<file path="config.mk">
export PLATFORM = sky130hd
export DESIGN_NAME = tmr_unit
export DESIGN_NICKNAME = d
export VERILOG_FILES = /design/src/rtl/tmr_unit_pkg.sv /design/src/rtl/tmr_unit_sync.sv /design/src/rtl/tmr_unit_psc.sv /design/src/rtl/tmr_unit_core.sv /design/src/rtl/tmr_unit.sv
export SDC_FILE = /design/constraint.sdc
export NUM_CORES = 1
export LEC_CHECK = 0
export CAP_MARGIN = 20
export CELL_PAD_IN_SITES_DETAIL_PLACEMENT = 2
export CELL_PAD_IN_SITES_GLOBAL_PLACEMENT = 2
export CORE_UTILIZATION = 39
export CTS_CLUSTER_DIAMETER = 120
export DETAILED_ROUTE_END_ITERATION = 8
export GPL_ROUTABILITY_DRIVEN = 0
export PLACE_DENSITY_LB_ADDON = 0.1
export RECOVER_POWER = 50
export SYNTH_ARGS = -nofsm -noshare
export SYNTH_HDL_FRONTEND = slang
export SYNTH_SLANG_ARGS = --single-unit
</file>
<file path="constraint.sdc">
create_clock -name clk_i -period 5.64 [get_ports clk_i]
set_input_delay 0.846 -clock clk_i [delete_from_list [all_inputs] [get_ports clk_i]]
set_output_delay 0.846 -clock clk_i [all_outputs]
set_load 0.02 [all_outputs]
</file>
<file path="src/rtl/tmr_unit_pkg.sv">
package tmr_unit_pkg;
  localparam int PS_SEL_W = 3;
  localparam int PSC_W    = 2 ** PS_SEL_W;

  typedef struct packed {
    logic                en;
    logic                narrow;
    logic                ext_src;
    logic                fall_edge;
    logic                psc_bypass;
    logic [PS_SEL_W-1:0] ps_sel;
  } ctrl_t;

  typedef enum logic [1:0] {
    A_CNT_LO = 2'd0,
    A_CNT_HI = 2'd1,
    A_CTRL   = 2'd2,
    A_FLAG   = 2'd3
  } reg_addr_e;
endpackage

</file>
<file path="src/rtl/tmr_unit_sync.sv">
module tmr_unit_sync #(
  parameter int STAGES = 2
) (
  input  logic clk_i,
  input  logic rst_ni,
  input  logic pin_i,
  input  logic fall_sel_i,
  output logic edge_o
);
  logic [STAGES-1:0] sync_q;
  logic              prev_q;

  always_ff @(posedge clk_i or negedge rst_ni) begin
    if (!rst_ni) sync_q[0] <= 1'b0;
    else         sync_q[0] <= pin_i;
  end

  for (genvar g = 1; g < STAGES; g++) begin : g_stage
    always_ff @(posedge clk_i or negedge rst_ni) begin
      if (!rst_ni) sync_q[g] <= 1'b0;
      else         sync_q[g] <= sync_q[g-1];
    end
  end

  always_ff @(posedge clk_i or negedge rst_ni) begin
    if (!rst_ni) prev_q <= 1'b0;
    else         prev_q <= sync_q[STAGES-1];
  end

  logic rise, fall;
  assign rise   = sync_q[STAGES-1] & ~prev_q;
  assign fall   = ~sync_q[STAGES-1] & prev_q;
  assign edge_o = fall_sel_i ? fall : rise;


  single_pulse_chk: assert property (@(posedge clk_i) disable iff (!rst_ni)
    edge_o |=> !edge_o);
endmodule

</file>
<file path="src/rtl/tmr_unit_psc.sv">
module tmr_unit_psc
  import tmr_unit_pkg::*;
(
  input  logic                clk_i,
  input  logic                rst_ni,
  input  logic                src_i,
  input  logic                bypass_i,
  input  logic [PS_SEL_W-1:0] sel_i,
  input  logic                clr_i,
  output logic                pulse_o
);
  logic [PSC_W-1:0] pre_q;
  logic [PSC_W-1:0] mask;
  logic             full;

  // ratio 2^(sel+1): terminal value is the low sel+1 bits all set
  assign mask = ~({PSC_W{1'b1}} << (int'(sel_i) + 1));
  assign full = (pre_q & mask) == mask;

  always_ff @(posedge clk_i or negedge rst_ni) begin
    if (!rst_ni)                  pre_q <= '0;
    else if (clr_i)               pre_q <= '0;
    else if (src_i && !bypass_i) begin
      if (full) pre_q <= '0;
      else      pre_q <= pre_q + 1'b1;
    end
  end

  assign pulse_o = bypass_i ? src_i : (src_i & full);


  psc_needs_src_chk: assert property (@(posedge clk_i) disable iff (!rst_ni)
    pulse_o |-> src_i);

  psc_clear_chk: assert property (@(posedge clk_i) disable iff (!rst_ni)
    clr_i |=> pre_q == '0);
endmodule

</file>
<file path="src/rtl/tmr_unit_core.sv">
module tmr_unit_core #(
  parameter int BYTE_W = 8,
  localparam int CNT_W = 2 * BYTE_W
) (
  input  logic             clk_i,
  input  logic             rst_ni,
  input  logic             inc_i,
  input  logic             narrow_i,
  input  logic             load_i,
  input  logic [CNT_W-1:0] load_val_i,
  input  logic             clr_flag_i,
  output logic [CNT_W-1:0] cnt_o,
  output logic             flag_o
);
  logic [CNT_W-1:0] cnt_q;
  logic             flag_q;
  logic             lo_top, wrap;

  assign lo_top = &cnt_q[BYTE_W-1:0];
  assign wrap   = inc_i & ~load_i & (narrow_i ? lo_top : &cnt_q);

  always_ff @(posedge clk_i or negedge rst_ni) begin
    if (!rst_ni)        cnt_q <= '0;
    else if (load_i)    cnt_q <= load_val_i;
    else if (inc_i) begin
      if (narrow_i) cnt_q[BYTE_W-1:0] <= cnt_q[BYTE_W-1:0] + 1'b1;
      else          cnt_q <= cnt_q + 1'b1;
    end
  end

  // overflow beats the clearing write
  always_ff @(posedge clk_i or negedge rst_ni) begin
    if (!rst_ni)         flag_q <= 1'b0;
    else if (wrap)       flag_q <= 1'b1;
    else if (clr_flag_i) flag_q <= 1'b0;
  end

  assign cnt_o  = cnt_q;
  assign flag_o = flag_q;


  narrow_hi_hold_chk: assert property (@(posedge clk_i) disable iff (!rst_ni)
    (narrow_i && !load_i) |=> cnt_q[CNT_W-1:BYTE_W] == $past(cnt_q[CNT_W-1:BYTE_W]));

  wide_wrap_chk: assert property (@(posedge clk_i) disable iff (!rst_ni)
    (inc_i && !load_i && !narrow_i && cnt_q == '1) |=> (cnt_q == '0 && flag_q));

  flag_sticky_chk: assert property (@(posedge clk_i) disable iff (!rst_ni)
    (flag_q && !clr_flag_i) |=> flag_q);

  ovf_wins_chk: assert property (@(posedge clk_i) disable iff (!rst_ni)
    (inc_i && !load_i && narrow_i && lo_top && clr_flag_i) |=> flag_q);

  load_wins_chk: assert property (@(posedge clk_i) disable iff (!rst_ni)
    load_i |=> cnt_q == $past(load_val_i));
endmodule

</file>
<file path="src/rtl/tmr_unit.sv">
module tmr_unit
  import tmr_unit_pkg::*;
#(
  parameter int BYTE_W      = 8,
  parameter int SYNC_STAGES = 2
) (
  input  logic              clk_i,
  input  logic              rst_ni,
  input  logic              tick_i,
  input  logic              ext_clk_i,
  input  logic [1:0]        bus_addr_i,
  input  logic              bus_we_i,
  input  logic              bus_re_i,
  input  logic [BYTE_W-1:0] bus_wdata_i,
  output logic [BYTE_W-1:0] bus_rdata_o,
  output logic              irq_o
);
  localparam int CNT_W = 2 * BYTE_W;

  ctrl_t             ctrl_q;
  logic [BYTE_W-1:0] hi_buf_q;
  logic [CNT_W-1:0]  cnt;
  logic              flag;
  logic              ext_edge, src, cnt_pulse;
  logic              wr_lo, wr_hi, wr_ctrl, wr_flag, rd_lo;
  logic [CNT_W-1:0]  load_val;

  assign wr_lo   = bus_we_i && bus_addr_i == A_CNT_LO;
  assign wr_hi   = bus_we_i && bus_addr_i == A_CNT_HI;
  assign wr_ctrl = bus_we_i && bus_addr_i == A_CTRL;
  assign wr_flag = bus_we_i && bus_addr_i == A_FLAG;
  assign rd_lo   = bus_re_i && bus_addr_i == A_CNT_LO;

  always_ff @(posedge clk_i or negedge rst_ni) begin
    if (!rst_ni)      ctrl_q <= '0;
    else if (wr_ctrl) ctrl_q <= ctrl_t'(bus_wdata_i[7:0]);
  end

  always_ff @(posedge clk_i or negedge rst_ni) begin
    if (!rst_ni)                     hi_buf_q <= '0;
    else if (wr_hi)                  hi_buf_q <= bus_wdata_i;
    else if (rd_lo && !ctrl_q.narrow) hi_buf_q <= cnt[CNT_W-1:BYTE_W];
  end

  assign load_val = ctrl_q.narrow ? {cnt[CNT_W-1:BYTE_W], bus_wdata_i}
                                  : {hi_buf_q, bus_wdata_i};

  tmr_unit_sync #(.STAGES(SYNC_STAGES)) u_sync (
    .clk_i      (clk_i),
    .rst_ni     (rst_ni),
    .pin_i      (ext_clk_i),
    .fall_sel_i (ctrl_q.fall_edge),
    .edge_o     (ext_edge)
  );

  assign src = ctrl_q.en & (ctrl_q.ext_src ? ext_edge : tick_i);

  tmr_unit_psc u_psc (
    .clk_i    (clk_i),
    .rst_ni   (rst_ni),
    .src_i    (src),
    .bypass_i (ctrl_q.psc_bypass),
    .sel_i    (ctrl_q.ps_sel),
    .clr_i    (wr_lo),
    .pulse_o  (cnt_pulse)
  );

  tmr_unit_core #(.BYTE_W(BYTE_W)) u_core (
    .clk_i      (clk_i),
    .rst_ni     (rst_ni),
    .inc_i      (cnt_pulse),
    .narrow_i   (ctrl_q.narrow),
    .load_i     (wr_lo),
    .load_val_i (load_val),
    .clr_flag_i (wr_flag & ~bus_wdata_i[0]),
    .cnt_o      (cnt),
    .flag_o     (flag)
  );

  always_comb begin
    unique case (bus_addr_i)
      A_CNT_LO: bus_rdata_o = cnt[BYTE_W-1:0];
      A_CNT_HI: bus_rdata_o = hi_buf_q;
      A_CTRL:   bus_rdata_o = BYTE_W'(ctrl_q);
      default:  bus_rdata_o = BYTE_W'(flag);
    endcase
  end

  assign irq_o = flag;


  stop_hold_chk: assert property (@(posedge clk_i) disable iff (!rst_ni)
    (!ctrl_q.en && !wr_lo) |=> $stable(cnt));

  ext_ignores_tick_chk: assert property (@(posedge clk_i) disable iff (!rst_ni)
    (ctrl_q.ext_src && !ext_edge) |-> !src);
endmodule

</file>
==> impl_metrics.tcl <==
set metrics [dict create \
    grtUsageTotal_pct 25.7 \
    clk_latency_ns 0.30 \
    detail_route.iter0.violations 122 \
    count_of_mapped_cells_out_of_synthesis 291 \
    die_h_um 85.7 \
    crit_path_end_kind "output port" \
    timing.rr.start "ctrl_q[0]$_DFFE_PN0P_" \
    clkTransAtPathRegs_ns 0.09 \
    synthesis.area_per_instance_um2 9.39 \
    wire_per_inst_um 21.1 \
    report.final.hold_viol_count 0 \
    r2r.worst_path.cells 8 \
    grt_antenna_before_repair 0 \
    placement_rows 30 \
    hold_path_end "u_sync.sync_q[1]$_DFF_PN0_" \
    grt_first_pass_wirelength_um 14500 \
    worst_r2r_endpoint "u_psc.pre_q[5]$_DFFE_PN0P_" \
    grt.overflow.total 0 \
    pin_count 25 \
    clock_tree.htree_level_count 2 \
    n_diodes 0 \
    synth.most_common_cell "dfrtp_1" \
    setup_viol 0 \
    clock-root-buffer "clkbuf_8" \
    whs_path_depth 0 \
    buffer_ports.inserted 24 \
    post-dp-hpwl_um 6040 \
    actual_slew_at_the_worst_max_slew_pin_ns 2.62 \
    power.density_nw_per_um2 347 \
    fin_total_pwr_mw 1.10 \
    failed_checks "capacitance limit, slew limit" \
    seq_area_frac_synth_pct 40.3 \
    syn2layout_area_growth_pct 15.7 \
    clk_path_buf_depth 2 \
    critical_path_required_ns 4.79 \
    synth_async_sr_flop_share_pct 100 \
    first_pass_iters 4 \
    synthTopCellsByArea "dfrtp_1, nand2_1, mux2i_1" \
    detail-route-antenna-nets 0 \
    minimum_clock_period_after_layout_ns 4.13 \
    cap_violations 1 \
    hp-class "reg2reg" \
    fp.dieW_um 85.7 \
    cts_resized 0 \
    clock-skew-final_ns 0.00605 \
    synth_top_flop_cell "dfrtp_1" \
    synth.largest_area_cell "dfrtp_1" \
    core-area_um2 6790 \
    die_area_um2 7350 \
    final-max-slew-violation-count 45 \
    post_synthesis_cell_type_count 61 \
    final.setup.tns_ns 0 \
    initial_core_util_pct 40.2 \
    cts_hold_buffers 0 \
    critical_path_arrival_ns 3.28 \
    worst_path_max_fanout 17 \
    outcome "complete, but fails checks" \
    worstSetupStartpointType "input pin" \
    drt-total-wl_um 8600 \
    max-vdd-ir-drop_mv 0.177 \
    grt_setup_unrepaired "false" \
    cts.repair_timing.setup_buffer_count 0 \
    grt_max_degree 45 \
    detail_route.drc_violations 0 \
    synthesis.area_um2 2730 \
    worstHoldStart "u_sync.sync_q[0]$_DFF_PN0_" \
    synth_common_cells "dfrtp_1, nand2_1, o21ai_0, a21oi_1, inv_1" \
    drive_above_1_share_pct 13.2 \
    synth_enable_flop_cells 0 \
    critical_path_class "in2out" \
    yosys.area.top_type_share_pct 40.3 \
    first_global_vias 2620 \
    num-nets-final 331 \
    total_cts_buffers 5 \
    ys.warnings.count 0 \
    cts_tree "built" \
    postSynthNetCount 312 \
    avgViaCountPerCell 5.96 \
    final_worst_path_cycle_share_pct 73.2 \
    layout_filler_cell_count 753 \
    reg2reg_setup_slack_ns 2.66 \
    max_freq_mhz 242 \
    critPathLaunch "bus_addr_i[0]" \
    number_of_register_bits_inferred_by_synthesis 44 \
    postLayoutCoreUtil_pct 46.6 \
    cell_leakage_power_nw 1.29 \
    clock_sink_count 44 \
    dr_total_vias 2427 \
    slew_headroom_pct -74.8 \
]
[final cells by class]
type / instances / area, um^2 / area share [%]
clock buffers: 5 / 68.8 / 2.17
well taps: 96 / 120 / 3.80
clock inverters: 3 / 42.5 / 1.34
multi-input cells: 218 / 1520 / 48.1
flip-flops and latches: 44 / 1100 / 34.8
inverters: 13 / 48.8 / 1.54
repair buffers: 28 / 262 / 8.26
[through the flow]
step | hold WS (ns) | setup WS [ns] | instance area (um^2) | instances
floorplan | 0.331 | 2.68 | 2730 | 291
global placement | 0.344 | 1.60 | 3050 | 398
detailed placement | 0.339 | 1.56 | 3050 | 398
CTS | 0.361 | 1.47 | 3160 | 406
global route | 0.363 | 1.34 | 3160 | 407
finish | 0.356 | 1.51 | 3160 | 407
[where the power goes]
| part | internal (mW) | switching (mW) | total [mW] | leakage, nW |
|---|---|---|---|---|
| registers | 0.381 | 0.112 | 0.493 | 0.534 |
| logic | 0.154 | 0.199 | 0.354 | 0.700 |
| clock network | 0.131 | 0.120 | 0.252 | 0.0541 |
| total | 0.666 | 0.432 | 1.10 | 1.29 |
[layout by cell type (no fill, tap or decap), types with 9 or more instances in the layout]
| cell | n |
|---|---|
| a21oi_1 | 13 |
| clkdlybuf4s50_1 | 21 |
| dfrtp_1 | 44 |
| inv_1 | 13 |
| mux2i_1 | 11 |
| nand2_1 | 35 |
| nand3_1 | 9 |
| nor2_1 | 12 |
| o21ai_0 | 18 |
[routing by layer]
| metal | up-vias | track usage (%) | share of wire [%] |
|---|---|---|---|
| met2 | 44 | 42.2 | 48 |
| met3 | 6 | 2.98 | 3.1 |
| li1 | 1128 | - | - |
| met5 | - | 0 | 0 |
| met4 | 0 | 6.06 | 1.2 |
| met1 | 1249 | 36.5 | 48 |
[cell families after synthesis]
group	share of synthesized area (%)
AO/OA/AOI/OAI	20.1
XOR/XNOR	2.24
adder cells (fa/ha/maj)	2.29
buffers and inverters	4.26
flip-flops	40.3
multiplexers	8.15
AND/OR/NAND/NOR	22.7
[flip-flops by register name (all words and copies together) (netlist names)]
name,count
hi_buf_q,8
u_core.flag_o,1
u_sync.prev_q,1
u_psc.pre_q,8
u_core.cnt_o,16
u_sync.sync_q,2
ctrl_q,8
[critical path: stages]
cell and delay, ns:
clkdlybuf4s50_1 0.83, nor2b_1 0.69, nand2_1 0.13, o21ai_0 0.13, clkdlybuf4s50_1 0.65
[worst max-delay path by stage]
stage / end / slack (ns)
finish: bus_rdata_o[3] / 1.51
global route: bus_rdata_o[3] / 1.34
CTS: bus_rdata_o[3] / 1.47
detailed placement: bus_rdata_o[3] / 1.56
global placement: bus_rdata_o[3] / 1.60
floorplan: bus_rdata_o[0] / 2.68
Note: power is estimated with default switching activity, not from simulation.
